$ cat src/rtl/lrx_reinit_pkg.sv
package lrx_reinit_pkg;

    typedef enum logic [1:0] {
        ST_SYNC    = 2'd0,
        ST_DATA    = 2'd1,
        ST_REARM   = 2'd2,
        ST_WAIT_SR = 2'd3
    } lrx_state_e;

    localparam int ERR_CLASSES = 3;
    localparam int ERR_CGS     = 0;
    localparam int ERR_FRAME   = 1;
    localparam int ERR_LANE    = 2;

endpackage

$ cat src/rtl/lrx_err_merge.sv
// Reduces per-lane fault flags to one hit per fault class, gated by the data phase.
module lrx_err_merge
    import lrx_reinit_pkg::*;
#(
    parameter int NUM_LANES = 4
) (
    input  logic [NUM_LANES-1:0]   cgs_err,
    input  logic [NUM_LANES-1:0]   frame_err,
    input  logic [NUM_LANES-1:0]   align_err,
    input  logic                   sample_en,
    output logic [ERR_CLASSES-1:0] class_hit
);

    logic [ERR_CLASSES-1:0][NUM_LANES-1:0] flags;

    assign flags[ERR_CGS]   = cgs_err;
    assign flags[ERR_FRAME] = frame_err;
    assign flags[ERR_LANE]  = align_err;

    for (genvar c = 0; c < ERR_CLASSES; c++) begin : g_class
        assign class_hit[c] = sample_en & (|flags[c]);
    end

endmodule

$ cat src/rtl/lrx_err_status.sv
// Sticky status per fault class with write-one-to-clear and masked interrupt.
module lrx_err_status
    import lrx_reinit_pkg::*;
(
    input  logic                   clk,
    input  logic                   rst_n,
    input  logic [ERR_CLASSES-1:0] set_bits,
    input  logic [ERR_CLASSES-1:0] clr_bits,
    input  logic [ERR_CLASSES-1:0] enable,
    output logic [ERR_CLASSES-1:0] status,
    output logic                   irq
);

    for (genvar c = 0; c < ERR_CLASSES; c++) begin : g_bit
        always_ff @(posedge clk) begin
            if (!rst_n) begin
                status[c] <= 1'b0;
            end else if (set_bits[c]) begin
                status[c] <= 1'b1;
            end else if (clr_bits[c]) begin
                status[c] <= 1'b0;
            end
        end
    end

    assign irq = |(status & enable);

endmodule

$ cat src/rtl/lrx_mf_timer.sv
// Counts cycles spent in the sync phase; done once a full multiframe has elapsed.
module lrx_mf_timer #(
    parameter int MF_CYCLES = 16
) (
    input  logic clk,
    input  logic rst_n,
    input  logic run,
    output logic done
);

    localparam int CW = (MF_CYCLES > 2) ? $clog2(MF_CYCLES) : 1;
    localparam logic [CW-1:0] LAST = CW'(MF_CYCLES - 1);

    logic [CW-1:0] cnt;

    always_ff @(posedge clk) begin
        if (!rst_n || !run) begin
            cnt <= '0;
        end else if (cnt != LAST) begin
            cnt <= cnt + 1'b1;
        end
    end

    assign done = run && (cnt == LAST);

endmodule

$ cat src/rtl/lrx_sysref_edge.sv
// Rising-edge detector for the SYSREF reference input.
module lrx_sysref_edge (
    input  logic clk,
    input  logic rst_n,
    input  logic sysref_in,
    output logic rise
);

    logic sysref_q;

    always_ff @(posedge clk) begin
        if (!rst_n) begin
            sysref_q <= 1'b0;
        end else begin
            sysref_q <= sysref_in;
        end
    end

    assign rise = sysref_in & ~sysref_q;

endmodule

$ cat src/rtl/lrx_reinit_ctrl.sv
// Receive-side link reinitialization controller.
module lrx_reinit_ctrl
    import lrx_reinit_pkg::*;
#(
    parameter int NUM_LANES = 4,
    parameter int MF_CYCLES = 16
) (
    input  logic                   clk,
    input  logic                   rst_n,
    input  logic [NUM_LANES-1:0]   lane_cgs_err,
    input  logic [NUM_LANES-1:0]   lane_frame_err,
    input  logic [NUM_LANES-1:0]   lane_align_err,
    input  logic [NUM_LANES-1:0]   lane_k_ok,
    input  logic                   sw_reinit_req,
    input  logic                   hw_reinit_dis,
    input  logic [ERR_CLASSES-1:0] irq_en,
    input  logic [ERR_CLASSES-1:0] status_clr,
    input  logic                   realign_cmd,
    input  logic                   sysref_in,
    output logic                   sync_n,
    output logic                   sysref_rearm,
    output logic [ERR_CLASSES-1:0] err_status,
    output logic                   irq
);

    lrx_state_e state, state_nxt;

    logic                   in_data;
    logic [ERR_CLASSES-1:0] class_hit;
    logic                   hw_hit;
    logic                   mf_done;
    logic                   sr_rise;
    logic                   all_k;

    assign in_data = (state == ST_DATA);
    assign hw_hit  = |class_hit;
    assign all_k   = &lane_k_ok;

    lrx_err_merge #(.NUM_LANES(NUM_LANES)) u_merge (
        .cgs_err   (lane_cgs_err),
        .frame_err (lane_frame_err),
        .align_err (lane_align_err),
        .sample_en (in_data),
        .class_hit (class_hit)
    );

    lrx_err_status u_status (
        .clk      (clk),
        .rst_n    (rst_n),
        .set_bits (class_hit),
        .clr_bits (status_clr),
        .enable   (irq_en),
        .status   (err_status),
        .irq      (irq)
    );

    lrx_mf_timer #(.MF_CYCLES(MF_CYCLES)) u_timer (
        .clk   (clk),
        .rst_n (rst_n),
        .run   (state == ST_SYNC),
        .done  (mf_done)
    );

    lrx_sysref_edge u_edge (
        .clk       (clk),
        .rst_n     (rst_n),
        .sysref_in (sysref_in),
        .rise      (sr_rise)
    );

    // State register
    always_ff @(posedge clk) begin
        if (!rst_n) begin
            state <= ST_SYNC;
        end else begin
            state <= state_nxt;
        end
    end

    // Transitions
    always_comb begin
        state_nxt = state;
        unique case (state)
            ST_SYNC: begin
                if (mf_done && all_k) begin
                    state_nxt = ST_DATA;
                end
            end
            ST_DATA: begin
                if (realign_cmd) begin
                    state_nxt = ST_REARM;
                end else if (sw_reinit_req || (hw_hit && !hw_reinit_dis)) begin
                    state_nxt = ST_SYNC;
                end
            end
            ST_REARM: begin
                state_nxt = ST_WAIT_SR;
            end
            ST_WAIT_SR: begin
                if (sr_rise) begin
                    state_nxt = ST_SYNC;
                end
            end
            default: state_nxt = ST_SYNC;
        endcase
    end

    // Outputs
    always_comb begin
        sync_n       = 1'b1;
        sysref_rearm = 1'b0;
        unique case (state)
            ST_SYNC:    sync_n = 1'b0;
            ST_DATA:    sync_n = 1'b1;
            ST_REARM:   sysref_rearm = 1'b1;
            ST_WAIT_SR: sync_n = 1'b1;
            default:    sync_n = 1'b0;
        endcase
    end

endmodule

$ cat config.mk
export PLATFORM = sky130hd
export DESIGN_NAME = lrx_reinit_ctrl
export DESIGN_NICKNAME = d
export VERILOG_FILES = /design/src/rtl/lrx_reinit_pkg.sv /design/src/rtl/lrx_err_merge.sv /design/src/rtl/lrx_err_status.sv /design/src/rtl/lrx_mf_timer.sv /design/src/rtl/lrx_sysref_edge.sv /design/src/rtl/lrx_reinit_ctrl.sv
export SDC_FILE = /design/constraint.sdc
export NUM_CORES = 1
export LEC_CHECK = 0
export BUFFER_PORTS_ARGS = -buffer_cell sky130_fd_sc_hd__buf_2
export CAP_MARGIN = 10
export CORE_AREA = 10 10 47 49
export DETAILED_ROUTE_END_ITERATION = 8
export DIE_AREA = 0 0 57 59
export PLACE_DENSITY = 0.74
export SYNTH_ARGS = -nofsm -noshare
export SYNTH_HDL_FRONTEND = slang
export SYNTH_SLANG_ARGS = --single-unit
$ cat constraint.sdc
create_clock -name clk -period 3 [get_ports clk]
set_input_delay 0.6 -clock clk [delete_from_list [all_inputs] [get_ports clk]]
set_output_delay 0.6 -clock clk [all_outputs]
set_load 0.005 [all_outputs]
==> flow_metrics.tcl, run 1 <==
set metrics [dict create \
    status "complete, no violations" \
    p_leak_nw 0.347 \
    finalInstanceArea_um2 723 \
    antenna_cells 0 \
    holdPathStages 2 \
    core_area_um2 1400 \
    clock_skew_ps 2.28 \
    fill_cells 139 \
    p_sw_uw 66.6 \
    p_total_uw 298 \
    arrival_ps 1190 \
    final-setup-viol-count 0 \
    cts_root_buf "clkbuf_4" \
    maxSlewHeadroom_pct 71.9 \
    tightest_slew_ps 417 \
    ys_ff_latch 10 \
    sw_frac_of_total_pct 22.4 \
    grt_pass1_vias 615 \
    cp_slowest_cell "a222oi_1" \
    required_ps 2400 \
    ys.flop_type "dfxtp_1" \
    cap_viol_max_count 0 \
    drive_gt1_share_pct 42.6 \
    synthArstFlopShare_pct 0 \
    numCtsBuffers 3 \
    grt_overflow 0 \
    clock_power_share_pct 40.4 \
    routed_via_density 5.00 \
    final-hold-violation-count 0 \
    tns_ps 0 \
    critPathMaxStageDelay_ps 310 \
    std_cell_rows 14 \
    vdd_ir_drop_max_mv 0.352 \
    grt_max_degree 9 \
    cts.sinks 10 \
    drc_errors 0 \
    crit_fanout 1 \
    io_buffers 33 \
    cpMostUsedCell "buf_2" \
    holdBufCountCts 0 \
    cts.clk_slew.worst_paths_ps 70 \
    pwr-share-comb_pct 11.7 \
    post_drt_wl_per_cell_um 13.0 \
    regArea_um2 200 \
    dr.first_iter.drc_count 4 \
    drt_first_pass_iters 4 \
    cts_tree "done" \
    multiInputGateArea_um2 279 \
    gp_congestion 0.782 \
    reg2reg_depth 4 \
    critPathTopFamily "compound AO/OA/AOI/OAI gates" \
    vias 550 \
    post-route-period-util_pct 59.7 \
    syn-num-nets 86 \
    final_antenna_net_count 0 \
    initial_core_util_pct 35.8 \
    worstHoldPathType "register to register" \
    die_h_um 59 \
    endpoint_kind "output port" \
    dp_hpwl_mm 1.24 \
    die_x_um 57 \
    cts_resized 0 \
    yosysSeqAreaShare_pct 39.9 \
    netlist_area_um2 502 \
    pin_count 34 \
    area_delta_synth_final_pct 44.1 \
    nets 124 \
    crit_type "input pin to output port" \
    grt_usage_pct 9.32 \
    rsz0062_at_grt "false" \
    htree_levels 1 \
    cp_cell_sequence "buf_2 -> a222oi_1 -> inv_1 -> buf_2" \
    post_cts_buffers 0 \
    synth.avg_cell_area_um2 8.80 \
    synth_cells 57 \
    cts_max_path_buffers 2 \
    p_seq_share_pct 47.9 \
    synth_cell_type_count 25 \
    critPathLaunchType "input pin" \
    clock_latency_ps 260 \
    post-route-min-period_ps 1790 \
    ys.warnings.count 0 \
    synth_edf_count 0 \
    power.density_nw_per_um2 412 \
    worstPathBufferInverterCount 3 \
    maxSlewViolCount 0 \
    max_freq_mhz 559 \
    path_depth 4 \
    drt-total-wl_mm 1.43 \
    p_int_uw 231 \
    die_area_um2 3360 \
    place_area_um2 687 \
    grt_pass1_wl_mm 2.53 \
    antenna_found_initial 0 \
]
-- layout by cell type (no fill, tap or decap) --
master and count:
xnor2_1 1, inv_1 6, a31oi_1 1, mux2i_1 1, o21a_1 1, nor4b_1 1
nor3b_1 1, a21oi_1 2, clkbuf_8 1, nand2_1 3, ha_1 1, clkbuf_4 3
nand4_1 2, nor3_1 3, nor4b_2 1, nand2b_1 2, dfxtp_1 10, o22ai_1 3
nor4_2 1, nand3_1 2, nor2_1 6, a222oi_1 1, nor4_1 1, nor2b_1 1
buf_2 33, a311oi_1 1, and2_1 4, nor4_4 1
-- path summary, 6_finish.rpt --
path	slack (ps)	end	start
max	1210	irq	irq_en[0]
min	540	u_timer.cnt[2]$_SDFFE_PP0P_	u_timer.cnt[3]$_SDFFE_PP0P_
max reg2reg	1670	state[0]$_SDFFE_PN0P_	u_timer.cnt[0]$_SDFFE_PP0P_
min reg2reg	540	u_timer.cnt[2]$_SDFFE_PP0P_	u_timer.cnt[3]$_SDFFE_PP0P_
-- kinds of logic after synthesis --
| family | count (synthesis) | synth area share, % |
|---|---|---|
| adder cells (fa/ha/maj) | 1 | 2.49 |
| XOR/XNOR | 1 | 1.75 |
| buffers and inverters | 6 | 4.49 |
| multiplexers | 1 | 2.00 |
| flip-flops | 10 | 39.9 |
| AO/OA/AOI/OAI | 9 | 12.2 |
| AND/OR/NAND/NOR | 29 | 37.2 |
-- state kept, by name, indices dropped and copies added, names as in the netlist, named ones only --
name             flops
state                1
u_edge.sysref_q      1
u_status.status      3
u_timer.cnt          4
-- final cells by class --
type	count	area share [%]
inverters	6	3.11
clock buffers	4	5.02
flip-flops and latches	10	27.7
well taps	16	2.77
multi-input cells	41	38.6
repair buffers	33	22.8
-- worst register-to-register path, delay by kind of cell (launching register included) --
family / cells / cell delay (ps)
flops: 1 / 400
compound gates: 2 / 450
simple gates: 1 / 170
fa+ha+maj: 1 / 240
-- cell usage after synthesis (2+ instances only) --
library cell | number | share of area [%]
nand4_1 | 2 | 2.5
o22ai_1 | 3 | 3.7
nor3_1 | 3 | 3.0
dfxtp_1 | 10 | 40
and2_1 | 4 | 5.0
nor2_1 | 6 | 4.5
nand3_1 | 2 | 2.0
nand2b_1 | 2 | 2.5
nand2_1 | 3 | 2.2
inv_1 | 6 | 4.5
a21oi_1 | 2 | 2.0
-- power by group through the flow --
stage / clock [mW] / combinational, mW / sequential (mW)
2_1_floorplan: 0 / 0.0128 / 0.145
3_3_place_gp: 0 / 0.0341 / 0.145
3_5_place_dp: 0 / 0.0352 / 0.146
4_1_cts: 0.123 / 0.0354 / 0.143
5_1_grt: 0.132 / 0.0405 / 0.144
6_report: 0.120 / 0.0349 / 0.143
-- routing by layer --
layer | up-vias | track usage (%) | share of wire, %
met5 | - | 0 | 0
met2 | 20 | 16.1 | 52
met1 | 248 | 8.75 | 39
met3 | 0 | 6.01 | 8.7
li1 | 282 | - | -
met4 | 0 | 3.36 | 0
-- stage by stage --
step                setup slack (ps)  instances  util, %  hold WS (ps)
finish                          1210        110     51.6           535
global route                    1120        110     51.6           568
CTS                             1200        110     51.6           534
detailed placement              1200        106     49.0           522
global placement                1210        106     49.0           510
floorplan                       1420         57        -           489
Power figures use the tool's default switching activity.
==> run 2, diff against run 1 <==
ABC_AREA = 1   (was unset)
CORE_AREA = unset   (was 10 10 47 49)
CORE_MARGIN = 10   (was unset)
CORE_UTILIZATION = 39   (was unset)
DIE_AREA = unset   (was 0 0 57 59)
PLACE_DENSITY = 0.76   (was 0.74)
clock period = 1.8 ns   (was 3 ns; I/O delays follow)
==> run 2 against run 1 <==
Synthesized area up 1.0%. Critical path depth up 4. Clock-buffer cell count did not move. Clock skew fell by 1.7 ps. Setup slack lost 860 ps. Synthesized cell count grew 42%.
==> flow_metrics.tcl, run 2 <==
set metrics [dict create \
    pin_count 34 \
    cpMostUsedCell "nand2_1" \
    initial_core_util_pct 43.3 \
    antenna_found_initial 0 \
    p_leak_nw 0.391 \
    htree_levels 1 \
    drt-total-wl_mm 1.33 \
    cp_slowest_cell "dfxtp_1" \
    required_ps 1950 \
    synthArstFlopShare_pct 0 \
    die_h_um 56.0 \
    highest_layer "met3" \
    min_from "sysref_in" \
    synth_area_leaders "dfxtp_1 (40%), nand2_1 (19%), a21oi_1 (8.9%), inv_1 (8.9%), nor2_1 (8.9%)" \
    post_cts_buffers 0 \
    maxSlewHeadroom_pct 84.0 \
    layout.cells.non_filler 132 \
    dr.first_iter.drc_count 8 \
    area_delta_synth_final_pct 43.2 \
    ys.flop_type "dfxtp_1" \
    synth_top_area_cell "dfxtp_1" \
    numCtsBuffers 3 \
    post_drt_wl_per_cell_um 10.1 \
    ys_ff_latch 10 \
    vias 565 \
    dp_hpwl_mm 1.16 \
    worstHoldPathType "input pin to register" \
    cts_root_buf "clkbuf_4" \
    critPathMaxStageDelay_ps 370 \
    cts_tree "done" \
    routed_via_density 4.28 \
    reg_top3 "u_timer.cnt: 4 flops, u_status.status: 3 flops" \
    grt_pass1_wl_mm 2.24 \
    arrival_ps 1600 \
    r2r_slack_ps 350 \
    endpoint_kind "register" \
    min_delay_worst_endpoint "u_edge.sysref_q$_SDFF_PN0_" \
    cp_cell_sequence "ha_1 -> nand2_1 -> nor2_1 -> nand2_1 -> a21oi_1 -> nand3_1 -> nand2_1 -> a21oi_1" \
    cts_resized 0 \
    status "complete, no violations" \
    crit_fanout 4 \
    drc_errors 0 \
    yosysSeqAreaShare_pct 39.5 \
    reg2reg_depth 8 \
    final-hold-violation-count 0 \
    multiInputGateArea_um2 262 \
    vdd_ir_drop_max_mv 0.386 \
    post-route-period-util_pct 80.5 \
    netlist_area_um2 507 \
    cap_viol_max_count 0 \
    whs_ps 294 \
    synth_edf_count 0 \
    ys.warnings.count 0 \
    layout_commonest_cell "buf_2" \
    grt_usage_pct 8.42 \
    regArea_um2 200 \
    synth.avg_cell_area_um2 6.26 \
    crit_type "register to register" \
    gp_congestion 0.763 \
    synth_cell_type_count 13 \
    synth_top_cell_area_share_pct 39.5 \
    grt_overflow 0 \
    power.density_nw_per_um2 670 \
    final-setup-viol-count 0 \
    post-route-min-period_ps 1450 \
    placed_cells 128 \
    synth_cells 81 \
    clock_latency_ps 250 \
    nets 148 \
    synth.most_common_cell "nand2_1" \
    tns_ps 0 \
    wl_met3_um 102 \
    cts.sinks 10 \
    final_antenna_net_count 0 \
    grt_pass1_vias 545 \
    holdBufCountCts 0 \
    largest_reg_flops 4 \
    cts.clk_slew.worst_paths_ps 60 \
    die_x_um 56.0 \
    cts_max_path_buffers 2 \
    clock_skew_ps 0.533 \
    critPathLaunchType "register" \
    drive_gt1_share_pct 33.1 \
    fill_cells 125 \
    std_cell_rows 12 \
    die_area_um2 3140 \
    p_total_uw 486 \
    drt_first_pass_iters 4 \
    tightest_slew_ps 237 \
    core_area_um2 1170 \
    io_buffers 33 \
    met2_length_um 601 \
    synth_common_cells "nand2_1 (26), inv_1 (12), nor2_1 (12), dfxtp_1 (10), a21oi_1 (9)" \
    maxSlewViolCount 0 \
    max_freq_mhz 690 \
    top_register "u_timer.cnt" \
    layout_common_cells "buf_2 (33), nand2_1 (26), inv_1 (12), nor2_1 (12), dfxtp_1 (10)" \
    antenna_cells 0 \
    syn-num-nets 110 \
    rsz0062_at_grt "false" \
    reg2reg_from "u_timer.cnt[0]$_SDFFE_PP0P_" \
    met1_length_um 627 \
    grt_max_degree 7 \
    holdPathStages 3 \
]
==> run 2: worst max path at each step <==
stage                                      from  endpoint  slack [ps]  depth (start not counted)
CTS                 u_timer.cnt[0]$_SDFFE_PP0P_  register         350                          8
floorplan           u_timer.cnt[0]$_SDFFE_PP0P_  register         520                          8
global placement    u_timer.cnt[0]$_SDFFE_PP0P_  register         450                          8
global route        u_timer.cnt[0]$_SDFFE_PP0P_  register         200                          8
finish              u_timer.cnt[0]$_SDFFE_PP0P_  register         350                          8
detailed placement  u_timer.cnt[0]$_SDFFE_PP0P_  register         360                          8
==> run 2: worst max-delay path: cells and delay by family (launching register included) <==
| kind | cells | cell delay [ps] |
|---|---|---|
| AO/OA/AOI/OAI | 2 | 190 |
| adder cells (fa/ha/maj) | 1 | 200 |
| flip-flops | 1 | 370 |
| AND/OR/NAND/NOR | 5 | 580 |
==> run 2: logic make-up after synthesis <==
group                      after synthesis  share of synthesized area (%)
and+or+nand+nor                         47                           37.8
adders and majority gates                1                           2.47
DFF                                     10                           39.5
buffers and inverters                   12                           8.89
AOI/OAI and AO/OA                       11                           11.4
==> run 2: area by class of cell <==
type	instances	area share (%)
inverter	12	6.21
clock buffer	4	5.00
multi-input combinational	59	36.0
sequential	10	27.6
tap	14	2.41
timing repair buffer	33	22.8
==> run 2: layer usage <==
metal / vias up / GRT usage [%]
met3: 0 / 4.10
met5: - / 0
met2: 20 / 13.1
met4: 0 / 3.07
li1: 326 / -
met1: 219 / 9.65
==> run 2: metrics by stage <==
stage | util [%] | cell area [µm²] | setup WS (ps)
3_5_place_dp | 58.9 | 689 | 364
4_1_cts | 62.0 | 726 | 345
5_1_grt | 62.0 | 726 | 201
3_3_place_gp | 58.9 | 689 | 451
6_report | 62.0 | 726 | 351
2_1_floorplan | - | 507 | 521
==> run 2: power by group <==
part,internal [mW],switching [mW]
logic,0.0321,0.0228
registers,0.230,0.00627
clock network,0.123,0.0728
==> run 3, diff against run 2 <==
clock period = 1.4 ns   (was 1.8 ns; I/O delays follow)
==> run 3 against run 2 <==
Global-route usage is 0.36 points higher. Clock power increased by 31%. First-iteration DRC count grew 25%. Hold slack lost 82 ps. Routed wire length increased by 6.5%. Combinational power grew 30%. Via count is 3.7% higher. Flip-flop and latch count stayed put. Largest power group unchanged. Total power rose by 30%. Sequential power grew 30%. Die area unchanged. Sequential share of layout area down 0.46 points.
==> flow_metrics.tcl, run 3 (synthesis gave the netlist of run 2 again) <==
set metrics [dict create \
    status "complete, no violations" \
    final_antenna_net_count 0 \
    htree_levels 1 \
    crit_type "register to register" \
    critPathLaunchType "register" \
    grt_usage_pct 8.78 \
    maxSlewViolCount 0 \
    drc_errors 0 \
    gp_congestion 0.763 \
    critPathMaxStageDelay_ps 350 \
    maxSlewHeadroom_pct 85.3 \
    worstHoldPathType "input pin to register" \
    max_freq_mhz 760 \
    pin_count 34 \
    die_area_um2 3140 \
    cp_cell_sequence "ha_2 -> nand2_2 -> nor2_4 -> nand2_1 -> a21oi_1 -> nand3_1 -> nand2_1 -> a21oi_1" \
    top_register "u_timer.cnt" \
    finalInstanceArea_um2 752 \
    routed_via_density 4.41 \
    antenna_found_initial 0 \
    drt-total-wl_mm 1.42 \
    whs_ps 212 \
    p_leak_nw 0.397 \
    post_drt_wl_per_cell_um 10.7 \
    post-route-period-util_pct 94.0 \
    arrival_ps 1470 \
    dp_hpwl_mm 1.15 \
    post-route-util_pct 64.2 \
    die_h_um 56.0 \
    tightest_slew_ps 218 \
    cts.clk_slew.worst_paths_ps 70 \
    final-hold-violation-count 0 \
    cts_max_path_buffers 2 \
    tns_ps 0 \
    cp_slowest_cell "dfxtp_2" \
    setup_ws_ps 84.7 \
    clock_latency_ps 260 \
    cts_tree "done" \
    post-route-min-period_ps 1320 \
    place_area_um2 689 \
    final-setup-viol-count 0 \
    nets 149 \
    vias 586 \
    io_buffers 33 \
    required_ps 1550 \
    worstPathBufferInverterCount 0 \
    cts_root_buf "clkbuf_4" \
    p_total_uw 633 \
    layout_common_cells "buf_2 (33), nand2_1 (25), inv_1 (12)" \
    layout.cells.non_filler 133 \
    grt_overflow 0 \
    core_area_um2 1170 \
    grt_use_met3_pct 3.64 \
    antenna_cells 0 \
    vdd_ir_drop_max_mv 0.491 \
    cts.sinks 10 \
    initial_core_util_pct 43.3 \
    layout_commonest_cell "buf_2" \
    cap_viol_max_count 0 \
    met1_usage_pct 10.9 \
    drive_gt1_share_pct 39.5 \
    crit_fanout 4 \
    largest_reg_flops 4 \
    placed_cells 128 \
    grt_pass1_vias 544 \
    top_usage_layer "met2" \
    dr.first_iter.drc_count 10 \
    critPathTopFamily "simple AND/OR/NAND/NOR gates" \
    pre_cts_ws_ps -61.0 \
    gr-usage-met2_pct 13.1 \
    std_cell_rows 12 \
    power.density_nw_per_um2 841 \
    holdBufCountCts 0 \
    grt_pass1_wl_mm 2.35 \
    endpoint_kind "register" \
    area_delta_synth_final_pct 48.4 \
    numCtsBuffers 3 \
    reg_top3 "u_timer.cnt: 4 flops, u_status.status: 3 flops" \
    drt_first_pass_iters 4 \
    grt_max_degree 7 \
    die_x_um 56.0 \
    clock_skew_ps 2.37 \
]
[run 3: path summary, 6_finish.rpt]
kind / startpoint / end / slack, ps / cells past startpoint
worst min-delay path: sysref_in / u_edge.sysref_q$_SDFF_PN0_ / 210 / 3
worst min register to register: u_status.status[2]$_SDFFE_PN0P_ / u_status.status[2]$_SDFFE_PN0P_ / 480 / 2
worst max register to register: u_timer.cnt[0]$_SDFFE_PP0P_ / register / 80 / 8
worst max-delay path: u_timer.cnt[0]$_SDFFE_PP0P_ / register / 80 / 8
[run 3: worst register-to-register path, stage by stage (launching register included)]
cell and delay (ps):
dfxtp_2 350, ha_2 200, nand2_2 90, nor2_4 110, nand2_1 80, a21oi_1 140
nand3_1 110, nand2_1 70, a21oi_1 50
[run 3: area by class of cell]
| cell class | instances | area (µm²) |
|---|---|---|
| inverters | 12 | 45.0 |
| well taps | 14 | 17.5 |
| repair buffers | 34 | 173 |
| multi-input cells | 59 | 277 |
| flip-flops and latches | 10 | 204 |
| fillers | 108 | 419 |
| clock buffers | 4 | 36.3 |
[run 3: what timing repair did]
action,in CTS,in global routing
endpoints found under the setup margin,2,4
gates resized for setup,1,7
pin swaps,1,1
buffers inserted,1,0
gates cloned,0,0
[run 3: metal layers]
layer | wire length (µm) | vias up | share of wire, %
li1 | - | 329 | -
met1 | 676 | 231 | 48
met2 | 650 | 24 | 46
met3 | 83 | 2 | 5.9
met4 | 8 | 0 | 0.56
met5 | 0 | - | 0
[run 3: power breakdown]
group          leakage [nW]  switching, mW  internal (mW)
clock                0.0210         0.0977          0.158
combinational         0.294         0.0295         0.0418
sequential           0.0825        0.00885          0.297
total                 0.397          0.136          0.497
